--- src/rtl/i2c_slv_pkg.sv ---
package i2c_slv_pkg;

    typedef enum logic [2:0] {
        ST_IDLE,
        ST_ADDR,
        ST_AACK,
        ST_DATA,
        ST_DACK,
        ST_HOLD,
        ST_SKIP
    } slv_state_t;

    typedef enum logic [1:0] {
        NX_IDLE,
        NX_ADDR,
        NX_DATA,
        NX_SKIP
    } slv_next_t;

    localparam logic [7:0] CODE_NONE     = 8'hF8;
    localparam logic [7:0] CODE_OWN_W    = 8'h60;
    localparam logic [7:0] CODE_ARB_W    = 8'h68;
    localparam logic [7:0] CODE_DAT_ACK  = 8'h80;
    localparam logic [7:0] CODE_DAT_NACK = 8'h88;
    localparam logic [7:0] CODE_END      = 8'hA0;
    localparam logic [7:0] CODE_ARB_R    = 8'hB0;

    function automatic slv_state_t resume_state(slv_next_t nx);
        slv_state_t s;
        unique case (nx)
            NX_IDLE: s = ST_IDLE;
            NX_ADDR: s = ST_ADDR;
            NX_DATA: s = ST_DATA;
            NX_SKIP: s = ST_SKIP;
            default: s = ST_IDLE;
        endcase
        return s;
    endfunction

endpackage

--- src/rtl/i2c_slv_linemon.sv ---
module i2c_slv_linemon #(
    parameter int SYNC_STAGES = 2
) (
    input  logic clk,
    input  logic rst_n,
    input  logic scl_i,
    input  logic sda_i,
    output logic scl_rise,
    output logic scl_fall,
    output logic start_det,
    output logic stop_det,
    output logic sda_now
);
    localparam int LAST = SYNC_STAGES - 1;

    logic [LAST:0] scl_pipe;
    logic [LAST:0] sda_pipe;
    logic          scl_prev;
    logic          sda_prev;

    generate
        for (genvar g = 0; g < SYNC_STAGES; g++) begin : g_sync
            always_ff @(posedge clk or negedge rst_n) begin
                if (!rst_n) begin
                    scl_pipe[g] <= 1'b1;
                    sda_pipe[g] <= 1'b1;
                end else if (g == 0) begin
                    scl_pipe[g] <= scl_i;
                    sda_pipe[g] <= sda_i;
                end else begin
                    scl_pipe[g] <= scl_pipe[(g == 0) ? 0 : g - 1];
                    sda_pipe[g] <= sda_pipe[(g == 0) ? 0 : g - 1];
                end
            end
        end
    endgenerate

    always_ff @(posedge clk or negedge rst_n) begin
        if (!rst_n) begin
            scl_prev <= 1'b1;
            sda_prev <= 1'b1;
        end else begin
            scl_prev <= scl_pipe[LAST];
            sda_prev <= sda_pipe[LAST];
        end
    end

    assign scl_rise  =  scl_pipe[LAST] & ~scl_prev;
    assign scl_fall  = ~scl_pipe[LAST] &  scl_prev;
    assign start_det =  scl_pipe[LAST] &  scl_prev & sda_prev & ~sda_pipe[LAST];
    assign stop_det  =  scl_pipe[LAST] &  scl_prev & ~sda_prev & sda_pipe[LAST];
    assign sda_now   =  sda_pipe[LAST];

endmodule

--- src/rtl/i2c_slv_shreg.sv ---
module i2c_slv_shreg #(
    parameter int W = 8
) (
    input  logic         clk,
    input  logic         rst_n,
    input  logic         clr,
    input  logic         shift_en,
    input  logic         bit_in,
    output logic [W-1:0] data,
    output logic         full
);
    localparam int CW = $clog2(W + 1);
    localparam logic [CW-1:0] CNT_FULL = CW'(W);

    logic [CW-1:0] cnt;

    always_ff @(posedge clk or negedge rst_n) begin
        if (!rst_n) begin
            data <= '0;
            cnt  <= '0;
        end else if (clr) begin
            cnt  <= '0;
        end else if (shift_en && cnt != CNT_FULL) begin
            data <= {data[W-2:0], bit_in};
            cnt  <= cnt + 1'b1;
        end
    end

    assign full = (cnt == CNT_FULL);

endmodule

--- src/rtl/i2c_addr_slave_rx.sv ---
module i2c_addr_slave_rx
    import i2c_slv_pkg::*;
#(
    parameter int SYNC_STAGES = 2,
    parameter int ADDR_W      = 7
) (
    input  logic              clk,
    input  logic              rst_n,
    input  logic              enable,
    input  logic              ack_en,
    input  logic [ADDR_W-1:0] own_addr,
    input  logic              arb_lost,
    input  logic              si_clr,
    input  logic              scl_i,
    input  logic              sda_i,
    output logic              scl_drive_low,
    output logic              sda_drive_low,
    output logic              irq,
    output logic [7:0]        status,
    output logic [ADDR_W:0]   rx_data
);
    localparam int BYTE_W = ADDR_W + 1;

    logic scl_rise, scl_fall, start_det, stop_det, sda_now;
    logic sh_clr, sh_en, sh_full;
    logic [BYTE_W-1:0] sh_data;

    slv_state_t state_q, state_d;
    slv_next_t  hold_nx_q, hold_nx_d;
    logic [7:0] code_q, si_code, pend_q, pend_d;
    logic       set_si, cap_byte, ack_q, ack_d, arb_q, arb_clr;
    logic       addressed, addr_hit, dir_read;

    i2c_slv_linemon #(.SYNC_STAGES(SYNC_STAGES)) u_mon (
        .clk       (clk),
        .rst_n     (rst_n),
        .scl_i     (scl_i),
        .sda_i     (sda_i),
        .scl_rise  (scl_rise),
        .scl_fall  (scl_fall),
        .start_det (start_det),
        .stop_det  (stop_det),
        .sda_now   (sda_now)
    );

    i2c_slv_shreg #(.W(BYTE_W)) u_shift (
        .clk      (clk),
        .rst_n    (rst_n),
        .clr      (sh_clr),
        .shift_en (sh_en),
        .bit_in   (sda_now),
        .data     (sh_data),
        .full     (sh_full)
    );

    assign sh_en     = scl_rise && (state_q == ST_ADDR || state_q == ST_DATA);
    assign addressed = (state_q == ST_DATA) || (state_q == ST_DACK);
    assign addr_hit  = (sh_data[BYTE_W-1:1] == own_addr);
    assign dir_read  = sh_data[0];

    // next-state and event decode
    always_comb begin
        state_d   = state_q;
        hold_nx_d = hold_nx_q;
        pend_d    = pend_q;
        ack_d     = ack_q;
        si_code   = code_q;
        set_si    = 1'b0;
        cap_byte  = 1'b0;
        sh_clr    = 1'b0;
        arb_clr   = 1'b0;
        if (!enable) begin
            state_d = ST_IDLE;
            sh_clr  = 1'b1;
        end else if (state_q == ST_HOLD) begin
            if (si_clr) begin
                state_d = resume_state(hold_nx_q);
                sh_clr  = 1'b1;
            end
        end else if (start_det) begin
            sh_clr = 1'b1;
            if (addressed) begin
                set_si    = 1'b1;
                si_code   = CODE_END;
                hold_nx_d = NX_ADDR;
                state_d   = ST_HOLD;
            end else begin
                state_d = ST_ADDR;
            end
        end else if (stop_det) begin
            sh_clr = 1'b1;
            if (addressed) begin
                set_si    = 1'b1;
                si_code   = CODE_END;
                hold_nx_d = NX_IDLE;
                state_d   = ST_HOLD;
            end else begin
                state_d = ST_IDLE;
            end
        end else begin
            unique case (state_q)
                ST_IDLE, ST_SKIP, ST_HOLD: begin
                end
                ST_ADDR: begin
                    if (scl_fall && sh_full) begin
                        sh_clr = 1'b1;
                        if (ack_en && addr_hit && (!dir_read || arb_q)) begin
                            state_d = ST_AACK;
                            pend_d  = dir_read ? CODE_ARB_R
                                               : (arb_q ? CODE_ARB_W : CODE_OWN_W);
                        end else begin
                            state_d = ST_SKIP;
                        end
                    end
                end
                ST_AACK: begin
                    if (scl_fall) begin
                        set_si    = 1'b1;
                        si_code   = pend_q;
                        hold_nx_d = (pend_q == CODE_ARB_R) ? NX_SKIP : NX_DATA;
                        arb_clr   = 1'b1;
                        state_d   = ST_HOLD;
                    end
                end
                ST_DATA: begin
                    if (scl_fall && sh_full) begin
                        sh_clr   = 1'b1;
                        cap_byte = 1'b1;
                        ack_d    = ack_en;
                        state_d  = ST_DACK;
                    end
                end
                ST_DACK: begin
                    if (scl_fall) begin
                        set_si    = 1'b1;
                        si_code   = ack_q ? CODE_DAT_ACK : CODE_DAT_NACK;
                        hold_nx_d = ack_q ? NX_DATA : NX_SKIP;
                        state_d   = ST_HOLD;
                    end
                end
                default: state_d = ST_IDLE;
            endcase
        end
    end

    // state register
    always_ff @(posedge clk or negedge rst_n) begin
        if (!rst_n) state_q <= ST_IDLE;
        else        state_q <= state_d;
    end

    // registered outputs and transfer context
    always_ff @(posedge clk or negedge rst_n) begin
        if (!rst_n) begin
            irq       <= 1'b0;
            code_q    <= CODE_NONE;
            pend_q    <= CODE_NONE;
            hold_nx_q <= NX_IDLE;
            ack_q     <= 1'b0;
            arb_q     <= 1'b0;
            rx_data   <= '0;
        end else begin
            pend_q    <= pend_d;
            hold_nx_q <= hold_nx_d;
            ack_q     <= ack_d;
            if (cap_byte) rx_data <= sh_data;
            if (!enable) begin
                irq <= 1'b0;
            end else if (set_si) begin
                irq    <= 1'b1;
                code_q <= si_code;
            end else if (state_q == ST_HOLD && si_clr) begin
                irq <= 1'b0;
            end
            if (!enable || arb_clr || stop_det) arb_q <= 1'b0;
            else if (arb_lost)                  arb_q <= 1'b1;
        end
    end

    assign status        = irq ? code_q : CODE_NONE;
    assign scl_drive_low = (state_q == ST_HOLD);
    assign sda_drive_low = (state_q == ST_AACK) || (state_q == ST_DACK && ack_q);

endmodule

--- config.mk ---
export PLATFORM = sky130hd
export DESIGN_NAME = i2c_addr_slave_rx
export DESIGN_NICKNAME = d
export VERILOG_FILES = /design/src/rtl/i2c_slv_pkg.sv /design/src/rtl/i2c_slv_linemon.sv /design/src/rtl/i2c_slv_shreg.sv /design/src/rtl/i2c_addr_slave_rx.sv
export SDC_FILE = /design/constraint.sdc
export NUM_CORES = 1
export LEC_CHECK = 0
export ABC_AREA = 0
export ABC_CLOCK_PERIOD_IN_PS = 2000
export BUFFER_PORTS_ARGS = -buffer_cell sky130_fd_sc_hd__buf_2
export CORE_ASPECT_RATIO = 2
export CORE_UTILIZATION = 50
export CTS_CLUSTER_DIAMETER = 80
export DETAILED_ROUTE_END_ITERATION = 8
export PLACE_DENSITY_LB_ADDON = 0.3
export SYNTH_ARGS = -nofsm -noshare
export SYNTH_HDL_FRONTEND = slang
export SYNTH_HIERARCHICAL = 1
export SYNTH_SLANG_ARGS = --single-unit
export TNS_END_PERCENT = 100
--- constraint.sdc ---
create_clock -name clk -period 2 [get_ports clk]
set_input_delay 0 -clock clk [delete_from_list [all_inputs] [get_ports clk]]
set_output_delay 0 -clock clk [all_outputs]
set_load 0.005 [all_outputs]
After elaboration in Yosys (flattened, before gate mapping)
Cells that the tools add are included.
{ "word_totals": {"ff_bits": 50, "input_bits": 15} }
{ "op_classes": {"addsub": 1, "eq_ne": 23, "n_mux": 63, "bitwise": 15, "reduce_logical": 29} }
{ "op_table": {"columns": ["op", "count"], "rows": [
  ["$mux W8", 7],
  ["$mux W3", 11],
  ["$mux W1", 31],
  ["$pmux W3 S4", 2],
  ["$mux W4", 4],
  ["$pmux W8 S2", 1],
  ["$reduce_and A7 Y1", 2],
  ["$mux W2", 6],
  ["$ne A4 B4 Y1 const B", 3],
  ["$ne A6 B5 Y1 const B", 2],
  ["$reduce_and A6 Y1", 2],
  ["$eq A3 B3 Y1 const B", 3],
  ["$eq A8 B8 Y1 const B", 1],
  ["$not A1 Y1", 8],
  ["$and A1 B1 Y1", 7],
  ["$eq A7 B7 Y1", 1],
  ["$logic_and A1 B1 Y1", 7],
  ["$eq A3 B2 Y1 const B", 2],
  ["$logic_or A1 B1 Y1", 6],
  ["$ne A6 B2 Y1 const B", 1],
  ["$ne A5 B5 Y1 const B", 1],
  ["$reduce_and A5 Y1", 1],
  ["$add A4 B1 Y4 const B", 1],
  ["$eq A2 B2 Y1 const B", 2],
  ["15 further kinds", 19]
]} }

Longest topological paths before layout
{ "depth": {"ltp_word": 11, "depth_mapped": 10, "depth_no_buf": 10} }

Modules after synthesis
The synthesis kept the hierarchy.
{ "by_module_without_submodules": {"columns": ["mod", "instances", "cells_each", "area_per_inst_um2"], "rows": [
  ["i2c_addr_slave_rx", 1, 148, 1525.2],
  ["i2c_slv_shreg", 1, 41, 553.0],
  ["i2c_slv_linemon", 1, 10, 190.2]
]} }

Least setup slack after synthesis
Ideal clock, no wire load.
{ "synth_timing": {"kind": "reg-to-reg", "start": "reg u_shift.cnt[0]", "end": "reg u_shift.data[0]", "setup_ns": 0.125, "t_arrival_ns": 2.075, "required_time_ns": 1.875, "setup_slack_ns": -0.200, "path_stages_with_launch": 11, "path_buffers": 0, "path_cell_list": "dfrtp_1 inv_1 ha_1 nand3b_4 inv_1 nand4b_1 nand2_1 nor2_1 o21ai_0 nand3b_4 mux2_2"} }
{ "synth_via": {"elab_chain_len": 10} }
{ "synth_rtl": {"columns": ["item", "line", "source"], "rows": [
  ["from (decl)", "i2c_slv_shreg.sv:15", "logic [CW-1:0] cnt;"],
  ["from (signal assigned)", "i2c_slv_shreg.sv:25", "cnt <= cnt + 1'b1;"],
  ["$eq A4 B4 Y1", "i2c_slv_shreg.sv:29", "assign full = (cnt == CNT_FULL);"],
  ["net sh_full", "i2c_addr_slave_rx.sv:25", "logic sh_clr, sh_en, sh_full;"],
  ["$logic_and A1 B1 Y1", "i2c_addr_slave_rx.sv:105, i2c_addr_slave_rx.sv:126", null],
  ["$mux W1", "i2c_addr_slave_rx.sv:105, i2c_addr_slave_rx.sv:126", null],
  ["$mux W1", null, null],
  ["$mux W1", "i2c_addr_slave_rx.sv:90", "end else if (stop_det) begin"],
  ["$mux W1", "i2c_addr_slave_rx.sv:80", "end else if (start_det) begin"],
  ["$mux W1", "i2c_addr_slave_rx.sv:75", "end else if (state_q == ST_HOLD) begin"],
  ["$mux W1", "i2c_addr_slave_rx.sv:72", "if (!enable) begin"],
  ["net sh_clr", "i2c_addr_slave_rx.sv:25", null],
  ["$not A1 Y1 (no line)", null, null],
  ["$reduce_and A2 Y1 (no line)", null, null],
  ["to (signal assigned)", "i2c_slv_shreg.sv:24", "data <= {data[W-2:0], bit_in};"],
  ["to (decl)", "i2c_slv_shreg.sv:9", "output logic [W-1:0] data,"]
]} }
The timed path passes the listed nets, and every way through them passes these cells.
A chain may end at the register's enable or synchronous reset.

Final worst setup path
{ "layout_timing": {"start": "reg u_shift.cnt[1]", "end": "reg u_shift.data[0]"} }
Same word-level chain as after synthesis.

==> flow_summary.yaml <==
outcome:
  outcome: "finished, final reports clean"
clock_network:
  cts.sinks: 45
  cts_buffer_count: 5
  ctsHtreeMaxLevel: 2
  cts_tree: "done"
  clk_root_buffer_cell: "clkbuf_8"
  clock_pin_transition_on_the_worst_setup_and_hold_timing_paths_ns: 0.09
  insertion_delay_ns: 0.31
  cts-root-to-sink-buffers: 2
synthesis:
  yosysMostFrequentCell: "dfrtp_1"
  post_synth_xor_area_fraction: 0.0347
  seq_area_frac_synth: 0.504
  synth_top_family_by_area: "simple AND/OR/NAND/NOR gates"
  yosys_most_used_dff: "dfrtp_1"
  post_synth_mux_area_share: 0.113
  post_synth_num_cell_types: 48
  synth_area_leaders: "dfrtp_1 (34%), dfstp_2 (16%), mux2_2 (9.9%), o21ai_0 (2.4%), xnor2_1 (2.3%)"
  cell_type_contributing_the_most_total_cell_area_after_synthesis: "dfrtp_1"
  yosys_warnings: 6
  postSynthCellCount: 199
  syn_area_per_cell_um2: 11.4
  post_synth_instance_area_um2: 2270
  synth-edff-count: 0
  synth_compound_area_frac: 0.0993
  synth_top_cell_area_share: 0.342
  yosys.area_share.simple: 0.185
  postSynth.asyncResetShare: 1.00
  synth_top_cells_by_count: "dfrtp_1 (31), mux2_2 (20), dfstp_2 (14)"
  number_of_synthesized_register_bits: 45
  post_synthesis_net_count: 218
  synth-adder-area-share: 0.0221
setup_path:
  critical_path.top_delay_family: "simple AND/OR/NAND/NOR gates"
  cp-start-kind: "flip-flop"
  crit_path_max_incr_delay_ns: 0.39
  worstPathRequired_ns: 2.19
  worst_r2r_path_depth: 10
  cp_num_cells: 10
  timing.critical_path.buf_inv: 2
  crit_path_cell_trace: "inv_1 -> ha_4 -> nand3b_4 -> inv_2 -> nand4b_1 -> nand2_2 -> nor2_2 -> o21ai_2 -> nand3b_4 -> mux2_2"
  critical_path_peak_fanout: 8
  worst_path_arrival_ns: 2.12
  crit_path_top_delay_cell: "dfrtp_1"
  setup.worst_path.end_class: "flip-flop"
  worst_path_most_repeated_cell: "nand3b_4"
  timing.setup.critical_path_class: "flip-flop to flip-flop"
timing:
  rsz0062_at_grt: "yes"
  worst_hold_slack_ns: 0.0196
  setup-violations-final: 0
  clk_skew_ns: 0.00944
  worst_slew_pin_slew_ns: 0.832
  maxClockFrequency_ghz: 0.517
  fin_crit_sh: 0.966
  maxSlewHeadroom: 0.445
  final_period_minus_worst_setup_slack_ns: 1.93
  final_hold_viol_count: 0
  final-max-slew-violation-count: 0
routing:
  route.detailed.wl_per_inst_um: 15.0
  wirelength_mm: 4.68
  via_per_inst: 5.48
  vias: 1709
  antenna_left: 0
  drc: 0
  firstDrtPassIters: 3
  detailedRoute.firstIterationViolations: 21
die:
  area_enclosed_by_the_die_boundary_um2: 4830
  rows: 34
  design.core.area_um2: 4340
  ios: 34
  floorplan.die.width_um: 49.6
  die_boundary_height_um: 97.3
  initial_core_util: 0.523
global_routing:
  overflow: 0
  grt_start_max_net_pins: 40
  antenna_found_initial: 0
  grt_pass1_vias: 1802
  first_pass_grt_wire_length_mm: 8.09
  gr-usage-all-layers: 0.218
pwr:
  p_comb_frac: 0.107
  ir_worst_vdd_v: 0.000722
  cell_internal_pwr_mw: 1.61
  total_power_mw: 2.08
  fraction_of_power_consumed_by_sequential_logic: 0.500
  p_clk_frac: 0.393
  power.net_switching_uw: 468
  power.density_cell_area_nw_per_um2: 731
  switching_share: 0.225
  power_leakage_nw: 1.35
worst_hold_path:
  hold_class: "input port to flip-flop"
  min_path_cells: 3
finish:
  signed_area_change_from_the_synthesized_netlist_to_the_final_layout_pct: 25.4
  layout.nets: 276
  fin_util: 0.655
  final_layout_size_suffix_gt1_frac: 0.465
  n_fill_cell: 383
  instances_no_fill: 312
  diodes: 0
run:
  max_capacitance_violation_total: 0
placed_design:
  placed_wire_length_estimate_mm: 3.45
  gp_congestion: 0.888
  portBuffers: 33
  placed_cells_incl_taps: 295
power groups by stage:
stage / clock network (mW) / registers [mW] / logic (mW)
global placement: 0 / 1.06 / 0.202
finish: 0.817 / 1.04 / 0.222
global route: 0.878 / 1.05 / 0.254
detailed placement: 0 / 1.06 / 0.210
floorplan: 0 / 1.05 / 0.125
CTS: 0.834 / 1.04 / 0.217
worst paths after layout:
kind | startpoint | to | slack, ns
hold / removal | arb_lost | arb_q$_DFFE_PN0P_ | 0.02
setup / recovery | u_shift/cnt[1]$_DFFE_PN0P_ | u_shift/data[0]$_DFFE_PN0P_ | 0.07
hold reg to reg | u_mon/scl_pipe[0]$_DFF_PN1_ | u_mon/scl_pipe[1]$_DFF_PN1_ | 0.36
min in group asynchronous | rst_n | u_shift/cnt[0]$_DFFE_PN0P_ | 0.32
max in group asynchronous | rst_n | code_q[3]$_DFFE_PN1P_ | 0.99
setup reg to reg | u_shift/cnt[1]$_DFFE_PN0P_ | u_shift/data[0]$_DFFE_PN0P_ | 0.07
logic make-up (layout without fill, tap and decap cells):
family                   after synthesis  in the layout
multiplexers                          23             23
adder cells (fa/ha/maj)                4              4
buffers and inverters                 19             78
XOR/XNOR                               9              9
flip-flops                            45             45
AO/OA/AOI/OAI                         34             34
AND/OR/NAND/NOR                       65             65
area by class of cell:
type / count / area [um2] / share of cell area
clock buffer: 5 / 68.8 / 0.0242
timing repair buffer: 59 / 370 / 0.130
clock inverter: 3 / 68.8 / 0.0242
tap: 54 / 67.6 / 0.0238
sequential: 45 / 1140 / 0.402
multi-input combinational: 135 / 1080 / 0.381
inverter: 11 / 41.3 / 0.0145
flip-flops by register name (all words and copies together), names as in the netlist:
name and flops:
u_mon/sda_now 1, u_shift/cnt 4, u_mon/sda_prev 1, hold_nx_q 2
u_mon/scl_prev 1, arb_q 1, u_shift/data 8, pend_q 3
u_mon/scl_pipe 2, state_q 3, ack_q 1, irq 1
u_mon/sda_pipe 1, code_q 8, rx_data 8
layer usage:
| layer | wire length, um | up-vias | part of all wire | GRT usage |
|---|---|---|---|---|
| li1 | - | 807 | - | - |
| met1 | 1690 | 851 | 0.36 | 0.219 |
| met2 | 2720 | 40 | 0.58 | 0.410 |
| met3 | 130 | 11 | 0.028 | 0.0423 |
| met4 | 142 | 0 | 0.030 | 0.0989 |
| met5 | 0 | - | 0 | 0 |
timing repair:
| action | 4_1_cts | 5_1_grt |
|---|---|---|
| hold buffers | 4 | 0 |
| buffers inserted | 0 | 5 |
| hold endpoints to repair | 34 | 0 |
| gates resized for setup | 0 | 17 |
| setup endpoints to repair | 0 | 33 |
worst reg2reg max path: cells and delay by family (launching register included):
family	cells	cell delay (ns)
buffers and inverters	2	0.18
adders and majority gates	1	0.16
and+or+nand+nor	5	0.61
AOI/OAI and AO/OA	1	0.12
DFF	1	0.39
muxes	1	0.35
per-stage QoR:
| stage | worst slack, ns | area (um2) | setup TNS, ns |
|---|---|---|---|
| after detailed placement | 0.0134 | 2580 | 0 |
| after global routing | -0.0281 | 2840 | -0.108 |
| final | 0.0671 | 2840 | 0 |
| after floorplan | 0.0321 | 2270 | 0 |
| after global placement | 0.0410 | 2580 | 0 |
| after CTS | 0.00494 | 2760 | 0 |
cell usage in the layout, fill, tap and decap left out, types with 4 or more instances in the layout:
cell,count
a21oi_1,7
nor2_1,7
nand4_1,5
nand2_1,12
buf_2,33
mux2_4,4
nor2b_1,7
buf_4,22
xnor2_1,6
dfrtp_1,31
dfstp_2,14
nand3_1,6
clkbuf_8,5
mux2_2,16
inv_1,9
nand2b_1,5
o21ai_0,9
dlygate4sd3_1,4
(Power assumes the default switching activity.)
